===== config.mk =====
export PLATFORM = sky130hd
export DESIGN_NAME = nru_victim_sel
export DESIGN_NICKNAME = d
export VERILOG_FILES = /design/src/rtl/nru_pkg.sv /design/src/rtl/nru_lfsr.sv /design/src/rtl/nru_usage_bits.sv /design/src/rtl/nru_lowest_pick.sv /design/src/rtl/nru_victim_sel.sv
export SDC_FILE = /design/constraint.sdc
export NUM_CORES = 1
export LEC_CHECK = 0
export ABC_AREA = 1
export ABC_CLOCK_PERIOD_IN_PS = 1200
export BUFFER_PORTS_ARGS = -buffer_cell sky130_fd_sc_hd__buf_2
export CORE_ASPECT_RATIO = 0.9
export CORE_MARGIN = 3
export CORE_UTILIZATION = 40
export DETAILED_ROUTE_END_ITERATION = 10
export GPL_TIMING_DRIVEN = 1
export SYNTH_ARGS = -nofsm -noshare
export SYNTH_HDL_FRONTEND = slang
export SYNTH_SLANG_ARGS = --single-unit

===== constraint.sdc =====
create_clock -name clk -period 1.2 [get_ports clk]
set_clock_uncertainty 0.1 [all_clocks]
set_input_delay 0.12 -clock clk [delete_from_list [all_inputs] [get_ports clk]]
set_output_delay 0.12 -clock clk [all_outputs]
set_load 0.02 [all_outputs]

===== src/rtl/nru_pkg.sv =====
package nru_pkg;
  localparam int LFSR_W = 8;
  localparam logic [LFSR_W-1:0] LFSR_SEED = 8'h01;

  function automatic logic [LFSR_W-1:0] lfsr_next(input logic [LFSR_W-1:0] q);
    return {q[6:0], q[7] ^ q[5] ^ q[4] ^ q[3]};
  endfunction
endpackage


===== src/rtl/nru_lfsr.sv =====
module nru_lfsr
  import nru_pkg::*;
(
  input  logic              clk,
  input  logic              rst,
  output logic [LFSR_W-1:0] lfsr_q
);
  always_ff @(posedge clk) begin
    if (rst) lfsr_q <= LFSR_SEED;
    else     lfsr_q <= lfsr_next(lfsr_q);
  end

  AST_LFSR_NONZERO: assert property (@(posedge clk) disable iff (rst)
    lfsr_q != '0);
endmodule


===== src/rtl/nru_usage_bits.sv =====
module nru_usage_bits #(
  parameter int NUM_LINES  = 8,
  parameter int VRU_PERIOD = 16,
  parameter int RU_PERIOD  = 64,
  localparam int IDX_W  = $clog2(NUM_LINES),
  localparam int VCNT_W = $clog2(VRU_PERIOD),
  localparam int RCNT_W = $clog2(RU_PERIOD)
) (
  input  logic                 clk,
  input  logic                 rst,
  input  logic                 acc_valid,
  input  logic [IDX_W-1:0]     acc_idx,
  output logic [NUM_LINES-1:0] ru_q,
  output logic [NUM_LINES-1:0] vru_q
);
  logic [VCNT_W-1:0]    vcnt_q;
  logic [RCNT_W-1:0]    rcnt_q;
  logic                 vwrap, rwrap;
  logic [NUM_LINES-1:0] ru_d, vru_d;

  assign vwrap = (vcnt_q == VCNT_W'(VRU_PERIOD - 1));
  assign rwrap = (rcnt_q == RCNT_W'(RU_PERIOD - 1));

  // clear first, then the access sets its line
  always_comb begin
    ru_d  = ru_q;
    vru_d = vru_q;
    if (acc_valid) begin
      if (vwrap) vru_d = '0;
      if (rwrap) ru_d  = '0;
      vru_d[acc_idx] = 1'b1;
      ru_d[acc_idx]  = 1'b1;
    end
  end

  always_ff @(posedge clk) begin
    if (rst) begin
      ru_q   <= '0;
      vru_q  <= '0;
      vcnt_q <= '0;
      rcnt_q <= '0;
    end else begin
      ru_q  <= ru_d;
      vru_q <= vru_d;
      if (acc_valid) begin
        vcnt_q <= vwrap ? '0 : vcnt_q + 1'b1;
        rcnt_q <= rwrap ? '0 : rcnt_q + 1'b1;
      end
    end
  end

  AST_ACC_SETS: assert property (@(posedge clk) disable iff (rst)
    acc_valid |=> (ru_q[$past(acc_idx)] && vru_q[$past(acc_idx)]));
  AST_VRU_WIPE: assert property (@(posedge clk) disable iff (rst)
    (acc_valid && vwrap) |=> ($countones(vru_q) == 1));
  AST_RU_WIPE: assert property (@(posedge clk) disable iff (rst)
    (acc_valid && rwrap) |=> ($countones(ru_q) == 1));
endmodule


===== src/rtl/nru_lowest_pick.sv =====
module nru_lowest_pick #(
  parameter int NUM_LINES = 8,
  localparam int IDX_W = $clog2(NUM_LINES)
) (
  input  logic [NUM_LINES-1:0] mask,
  output logic                 found,
  output logic [IDX_W-1:0]     idx
);
  always_comb begin
    idx = '0;
    for (int i = NUM_LINES - 1; i >= 0; i--) begin
      if (mask[i]) idx = IDX_W'(i);
    end
  end
  assign found = |mask;
endmodule


===== src/rtl/nru_victim_sel.sv =====
module nru_victim_sel
  import nru_pkg::*;
#(
  parameter int NUM_LINES  = 8,
  parameter int VRU_PERIOD = 16,
  parameter int RU_PERIOD  = 64,
  localparam int IDX_W = $clog2(NUM_LINES)
) (
  input  logic             clk,
  input  logic             rst,
  input  logic             acc_valid,
  input  logic [IDX_W-1:0] acc_idx,
  input  logic             repl_req,
  output logic [IDX_W-1:0] victim_idx
);
  localparam int NCLS = 2;

  logic [NUM_LINES-1:0] ru_q, vru_q;
  logic [LFSR_W-1:0]    lfsr_q;
  logic [NUM_LINES-1:0] cls_mask [NCLS];
  logic                 cls_found [NCLS];
  logic [IDX_W-1:0]     cls_idx [NCLS];
  logic [IDX_W-1:0]     rand_idx, pick;

  nru_usage_bits #(
    .NUM_LINES(NUM_LINES), .VRU_PERIOD(VRU_PERIOD), .RU_PERIOD(RU_PERIOD)
  ) u_bits (
    .clk(clk), .rst(rst), .acc_valid(acc_valid), .acc_idx(acc_idx),
    .ru_q(ru_q), .vru_q(vru_q)
  );

  nru_lfsr u_lfsr (.clk(clk), .rst(rst), .lfsr_q(lfsr_q));

  assign cls_mask[0] = ~ru_q & ~vru_q;  // neither flag
  assign cls_mask[1] =  ru_q & ~vru_q;  // only the recent flag

  for (genvar c = 0; c < NCLS; c++) begin : g_cls
    nru_lowest_pick #(.NUM_LINES(NUM_LINES)) u_pick (
      .mask(cls_mask[c]), .found(cls_found[c]), .idx(cls_idx[c])
    );
  end

  assign rand_idx = IDX_W'(lfsr_q % NUM_LINES);

  always_comb begin
    if (cls_found[0])      pick = cls_idx[0];
    else if (cls_found[1]) pick = cls_idx[1];
    else                   pick = rand_idx;
  end

  always_ff @(posedge clk) begin
    if (rst)           victim_idx <= '0;
    else if (repl_req) victim_idx <= pick;
  end

  AST_HOLD_IDLE: assert property (@(posedge clk) disable iff (rst)
    !repl_req |=> $stable(victim_idx));
  AST_FREE_FIRST: assert property (@(posedge clk) disable iff (rst)
    (repl_req && (ru_q == '0) && (vru_q == '0)) |=> (victim_idx == '0));
endmodule


-- After elaboration in Yosys (flattened, before gate mapping)
Index checks and enable logic that the tools add are counted.
- register bits after elaboration: 37
- output and inout port bits: 3
- logic and storage cells: 50
- input port bits: 7
- eq/ne operators: 2
- reductions and logical operators: 3
- $add $sub $neg: 2
- magnitude comparators: 2
- multiplexer cells: 26
- bitwise logic cells: 9
- operators by type and width (cell ; count):
    3-bit 2-to-1 mux ; 18
    8-bit 2-to-1 mux ; 4
    8-bit bitwise AND ; 2
    8-bit NOT ; 2
    8-bit OR ; 2
    8-bit OR reduction ; 2
    6-bit by 1-bit adder with 6-bit output, second input constant ; 1
    6-bit == test, second input constant ; 1
    6-bit 2-to-1 mux ; 1
    4-bit by 1-bit adder with 4-bit output, second input constant ; 1
    4-bit == test, second input constant ; 1
    3-bit by 4-bit < comparator with 1-bit output, second input constant ; 1
    4-bit 2-to-1 mux ; 1
    1-bit demux with 3-bit select ; 1
    3-bit by 1-bit greater-or-equal comparator with 1-bit output, second input constant ; 1
    1-bit XOR ; 3
    1-bit logical AND ; 1
    1-bit 2-to-1 mux ; 1

-- Depth between registers and ports, before layout
- depth in word-level cells: 12
- gate-level depth with buffers: 12
- depth with buffers taken out: 12

-- By module
A second synthesis with hierarchy kept.
- cell total of the unflattened synthesis: 276
- area total of the unflattened synthesis: 1803.0 sq um
- modules (own cells, without submodules) (module ; cells each ; area an instance (sq um) ; instances ; sequential area each (sq um)):
    nru_usage_bits ; 137 ; 1052.3 ; 1 ; 520.5
    nru_lfsr ; 40 ; 282.8 ; 1 ; 160.2
    nru_victim_sel ; 55 ; 270.3 ; 1 ; 60.1
    nru_lowest_pick ; 22 ; 98.8 ; 2 ; 0.0

-- Least setup slack after synthesis
No wires, ideal clock.
- path kind: reg-to-reg
- from: register u_bits.rcnt_q[0]
- to: register u_bits.ru_q[7]
- required time: 979 ps
- cell stages (with the launch flop): 6
- slack: -2 ps
- period minus slack after synthesis: 1202 ps
- arrival: 981 ps
- setup time: 121 ps
- buffers on the path: 1
- cell sequence: dfxtp_1 > ha_1 > nand4_1 > o21ai_1 > buf_4 > o21ai_0
- cells in the longest elaborated chain, start to end: 4
- RTL lines (what ; RTL line ; source):
    start, declared ; nru_usage_bits.sv:17 ; logic [RCNT_W-1:0] rcnt_q;
    start signal, assigned ; nru_usage_bits.sv:47 ; rcnt_q <= rwrap ? '0 : rcnt_q + 1'b1;
    6-bit == test ; nru_usage_bits.sv:22 ; assign rwrap = (rcnt_q == RCNT_W'(RU_PERIOD - 1));
    8-bit 2-to-1 mux ; nru_usage_bits.sv:30 ; if (rwrap) ru_d = '0;
    8-bit 2-to-1 mux ; nru_usage_bits.sv:28 ; if (acc_valid) begin
    8-bit OR (no source line) ; - ;
    end signal, assigned ; nru_usage_bits.sv:43 ; ru_q <= ru_d;
    end, declared ; nru_usage_bits.sv:13 ; output logic [NUM_LINES-1:0] ru_q,
Every way passes these cells. The select of a mux whose other input is x is not followed.
A chain may end at the register's enable or synchronous reset.

-- Worst setup path in the final report
Ends and elaborated chain as after synthesis.

==> reports/metrics.sh <==
DETAILROUTE.VIA_COUNT=1430
SETUP_SLACK_NS=-0.0928
YS_TOP_CELLS_BY_AREA='dfxtp_1 46%, nand2_1 14%, inv_1 8.9%, nor2_1 6.3%, o21ai_0 6.3%'
FIRST_GLOBAL_VIAS=1423
ARRIVAL_NS=1.37
HOLD_START='acc_idx[2]'
HTREE_NUM_LEVELS=2
ROWS=21
IO_BUFFER_COUNT=9
NUMBER_OF_I_O_PINS=10
R2R_START='u_bits.rcnt_q[0]'
AREA_DELTA_SYNTH_FINAL_PCT=38.2
LAYOUT.CELL_AREA.NON_FILLER_SQ_MM=0.00221
FINAL_ROUTED_WIRELENGTH_MICRONS=3470
STATUS='complete, but fails checks'
GP_ROUTABILITY_CONGESTION=0.774
SYN_AREA_PER_CELL_SQ_UM=7.02
REPORT.FINAL.SLEW_VIOL_COUNT=0
GRT_PASS1_WL_MICRONS=6080
CLOCK_TREE_ROOT_DRIVER_CELL='clkbuf_8'
GRT_REMAINING_OVERFLOW=0
PWR-SHARE-COMB=0.122
DIODES=0
RSZ0062_AT_GRT='yes'
TIMING.SLEW.HEADROOM=0.781
CTS_MADE_BUFFERS=5
PLACE_AREA_SQ_MM=0.00184
P_SEQ_FRAC=0.481
ANT_NETS=0
REQUIRED_NS=1.28
VIOLATIONS='negative setup slack'
DETAILED_PLACE_HPWL_MICRONS=2430
MIN_PATH_CELLS=4
MAPPEDNETLISTNETS=237
NUMBER_OF_DISTINCT_LIBRARY_CELLS_AFTER_SYNTHESIS=24
TIMING.CRITICAL_PATH.TO_TYPE='flop'
MAX_CAP_VIOL_COUNT=0
SYN-CELL-AREA_SQ_MM=0.00160
DIEAREA_SQ_MM=0.00480
POST-ROUTE-PERIOD-UTIL=1.08
CP_PEAK_STAGE_DELAY_NS=0.36
FF_TO_FF_SETUP_SLACK_NS=-0.09
LEAKAGE_nW=0.998
DRT-VIAS-PER-INSTANCE=4.54
NUM-NETS-FINAL=277
REG2REG_TO='u_bits.ru_q[7]'
DIE_SPAN_IN_Y_MICRONS=66.0
FIRSTDRTPASSITERS=4
TIMING.FINAL.CRIT_PERIOD_NS=1.29
PATH_CELLS='ha_4 -> nand4_1 -> o21ai_2 -> buf_6 -> o21ai_1'
SWITCHING_SHARE=0.251
CLOCK_POWER_SHARE=0.397
SETUP.WORST_PATH.CLASS='flop to flop'
WORST-PATH-MAX-FANOUT=6
CTS_TREE='built'
FRACTION_OF_POST_SYNTHESIS_CELL_AREA_IN_THE_TOP_CELL_TYPE_BY_AREA=0.463
START_UTIL=0.423
DRIVE_ABOVE_1_SHARE=0.409
CELL_INTERNAL_PWR_W=0.00205
R2R_CELLS=5
FINALSETUPVIOLCOUNT=13
AVERAGE_WIRE_PER_CELL_IN_THE_ROUTED_DESIGN_MICRONS=11.0
CP_SLOWEST_CELL='dfxtp_2'
ANTENNA_FOUND_INITIAL=0
POWER.NET_SWITCHING_W=0.000687
FINALCOREUTILIZATION=0.585
HOLD_VIOL_FINAL=0
SYNTHDOMINANTAREACELLTYPE='dfxtp_1'
SYN_INST=228
REMAINING_DRC_ERRORS=0
SEQ_AREA_FRAC_SYNTH=0.463
SETUP_TNS_NS=-0.886
MIN_DELAY_WORST_ENDPOINT='u_bits.ru_q[0]'
GRT_MAX_DEGREE=14
NUMBER_OF_STORAGE_ELEMENTS_IN_THE_SYNTHESIS_NETLIST=37
GR-USAGE-ALL-LAYERS=0.163
IRDROPWORSTVDD_V=0.000896
TIGHTESTPINTRANSITION_NS=0.328
CLOCK-SINKS=37
WORST_HOLD_PATH_TYPE='input pin to flop'
CLK_TRANSITION_REPORTED_PATHS_NS=0.08
DR.FIRST_ITER.DRC_COUNT=39
WORSTSKEWPAIRLATENCY_NS=0.29
MAX-CLOCK-PATH-BUFFERS=2
CRITICAL_PATH.STARTPOINT_TYPE='flop'
CORE_AREA_SQ_MM=0.00378
POWER_W=0.00273
FLOORPLAN.DIE.WIDTH_MICRONS=72.7
POST-PLACE-WS_NS=-0.126
PWR_DENSITY_CELL_mW_PER_MM2=1240
FMAX_GHz=0.774
YS_WARN_COUNT=0
routing by layer:
| metal | track usage | routed length (microns) | up-vias |
|---|---|---|---|
| met2 | 0.264 | 1550 | 9 |
| met3 | 0.0426 | 93 | 4 |
| met5 | 0 | 0 | - |
| met4 | 0.0530 | 21 | 0 |
| li1 | - | - | 788 |
| met1 | 0.211 | 1810 | 629 |
synth_stat cells:
library cell	number
a211oi_1	2
a21oi_1	9
a21oi_2	1
a31oi_1	1
buf_4	2
clkbuf_1	1
dfxtp_1	37
ha_1	2
inv_1	38
inv_2	3
nand2_1	58
nand2_2	1
nand3_1	8
nand4_1	1
nor2_1	27
nor2_2	3
nor3_1	4
nor3b_1	2
o21ai_0	20
o21ai_1	2
o21ai_2	1
o21bai_1	1
xnor2_1	2
xor2_1	2
power by group through the flow:
stage | Sequential (W) | Clock [W] | Combinational [W]
after CTS | 0.00131 | 0.00112 | 0.000297
after global placement | 0.00133 | 0 | 0.000262
after floorplan | 0.00133 | 0 | 0.000162
after detailed placement | 0.00133 | 0 | 0.000264
after global routing | 0.00132 | 0.00117 | 0.000384
final | 0.00132 | 0.00108 | 0.000335
area by class of cell:
cell class	instances	area, sq um
clock buffers	5	68.8
clock inverters	3	46.3
fillers	355	1570
inverters	41	154
multi-input cells	147	867
flip-flops and latches	37	758
well taps	46	57.6
repair buffers	36	260
worst max-delay path, delay by kind of cell, from the launching register on:
kind	cells	cell delay, ns
buf+inv	1	0.17
fa+ha+maj	1	0.13
simple gates	1	0.14
compound gates	2	0.29
flops	1	0.36
logic make-up after synthesis:
logic type / count (synthesis) / synth area share
fa+ha+maj: 2 / 0.0156
xor+xnor: 4 / 0.0219
buf+inv: 44 / 0.108
simple gates: 104 / 0.266
flops: 37 / 0.463
compound gates: 37 / 0.126
what timing repair did:
| action | in CTS | in global routing |
|---|---|---|
| setup endpoints to repair | 21 | 25 |
| gates resized for setup | 41 | 42 |
| cloned | 1 | 0 |
| endpoints found under the hold margin | 4 | 0 |
| pin swaps | 11 | 8 |
| setup buffers | 1 | 3 |
| hold buffers | 2 | 0 |
metrics by stage:
step	hold slack [ns]	instances
after floorplan	0.104	228
after global placement	0.270	300
after detailed placement	0.280	300
after CTS	0.0636	312
after global routing	0.108	315
final	0.0856	315
sequential cells by signal, summed over array words and instances (netlist names):
| name | flops |
|---|---|
| u_bits.rcnt_q | 6 |
| u_bits.ru_q | 8 |
| u_bits.vru_q | 8 |
| victim_idx | 3 |
| u_bits.vcnt_q | 4 |
| u_lfsr.lfsr_q | 8 |
how the worst max path moves through the flow:
stage                           startpoint              end  slack, ns  cells past startpoint
after global routing        u_bits.ru_q[7]    victim_idx[0]      -0.25                     12
after CTS                 u_bits.rcnt_q[0]   u_bits.ru_q[2]      -0.06                      5
after floorplan           u_bits.rcnt_q[1]   u_bits.ru_q[7]      0.004                      5
final                     u_bits.rcnt_q[0]   u_bits.ru_q[7]      -0.09                      5
after global placement    u_bits.vcnt_q[0]  u_bits.vru_q[4]      -0.11                      6
after detailed placement  u_bits.vcnt_q[0]  u_bits.vru_q[4]      -0.13                      6
cell usage in the layout, fill, tap and decap left out, types with 3 or more instances in the layout:
| cell | instances |
|---|---|
| nand2_1 | 44 |
| inv_1 | 35 |
| buf_4 | 23 |
| dfxtp_1 | 23 |
| nor2_1 | 20 |
| o21ai_2 | 14 |
| dfxtp_2 | 14 |
| nand2_2 | 13 |
| buf_2 | 9 |
| a21oi_1 | 8 |
| nor2_2 | 7 |
| nand3_1 | 7 |
| inv_2 | 6 |
| o21ai_0 | 5 |
| clkbuf_8 | 5 |
| o21ai_1 | 4 |
| nor2_4 | 3 |
(Power assumes the default switching activity.)
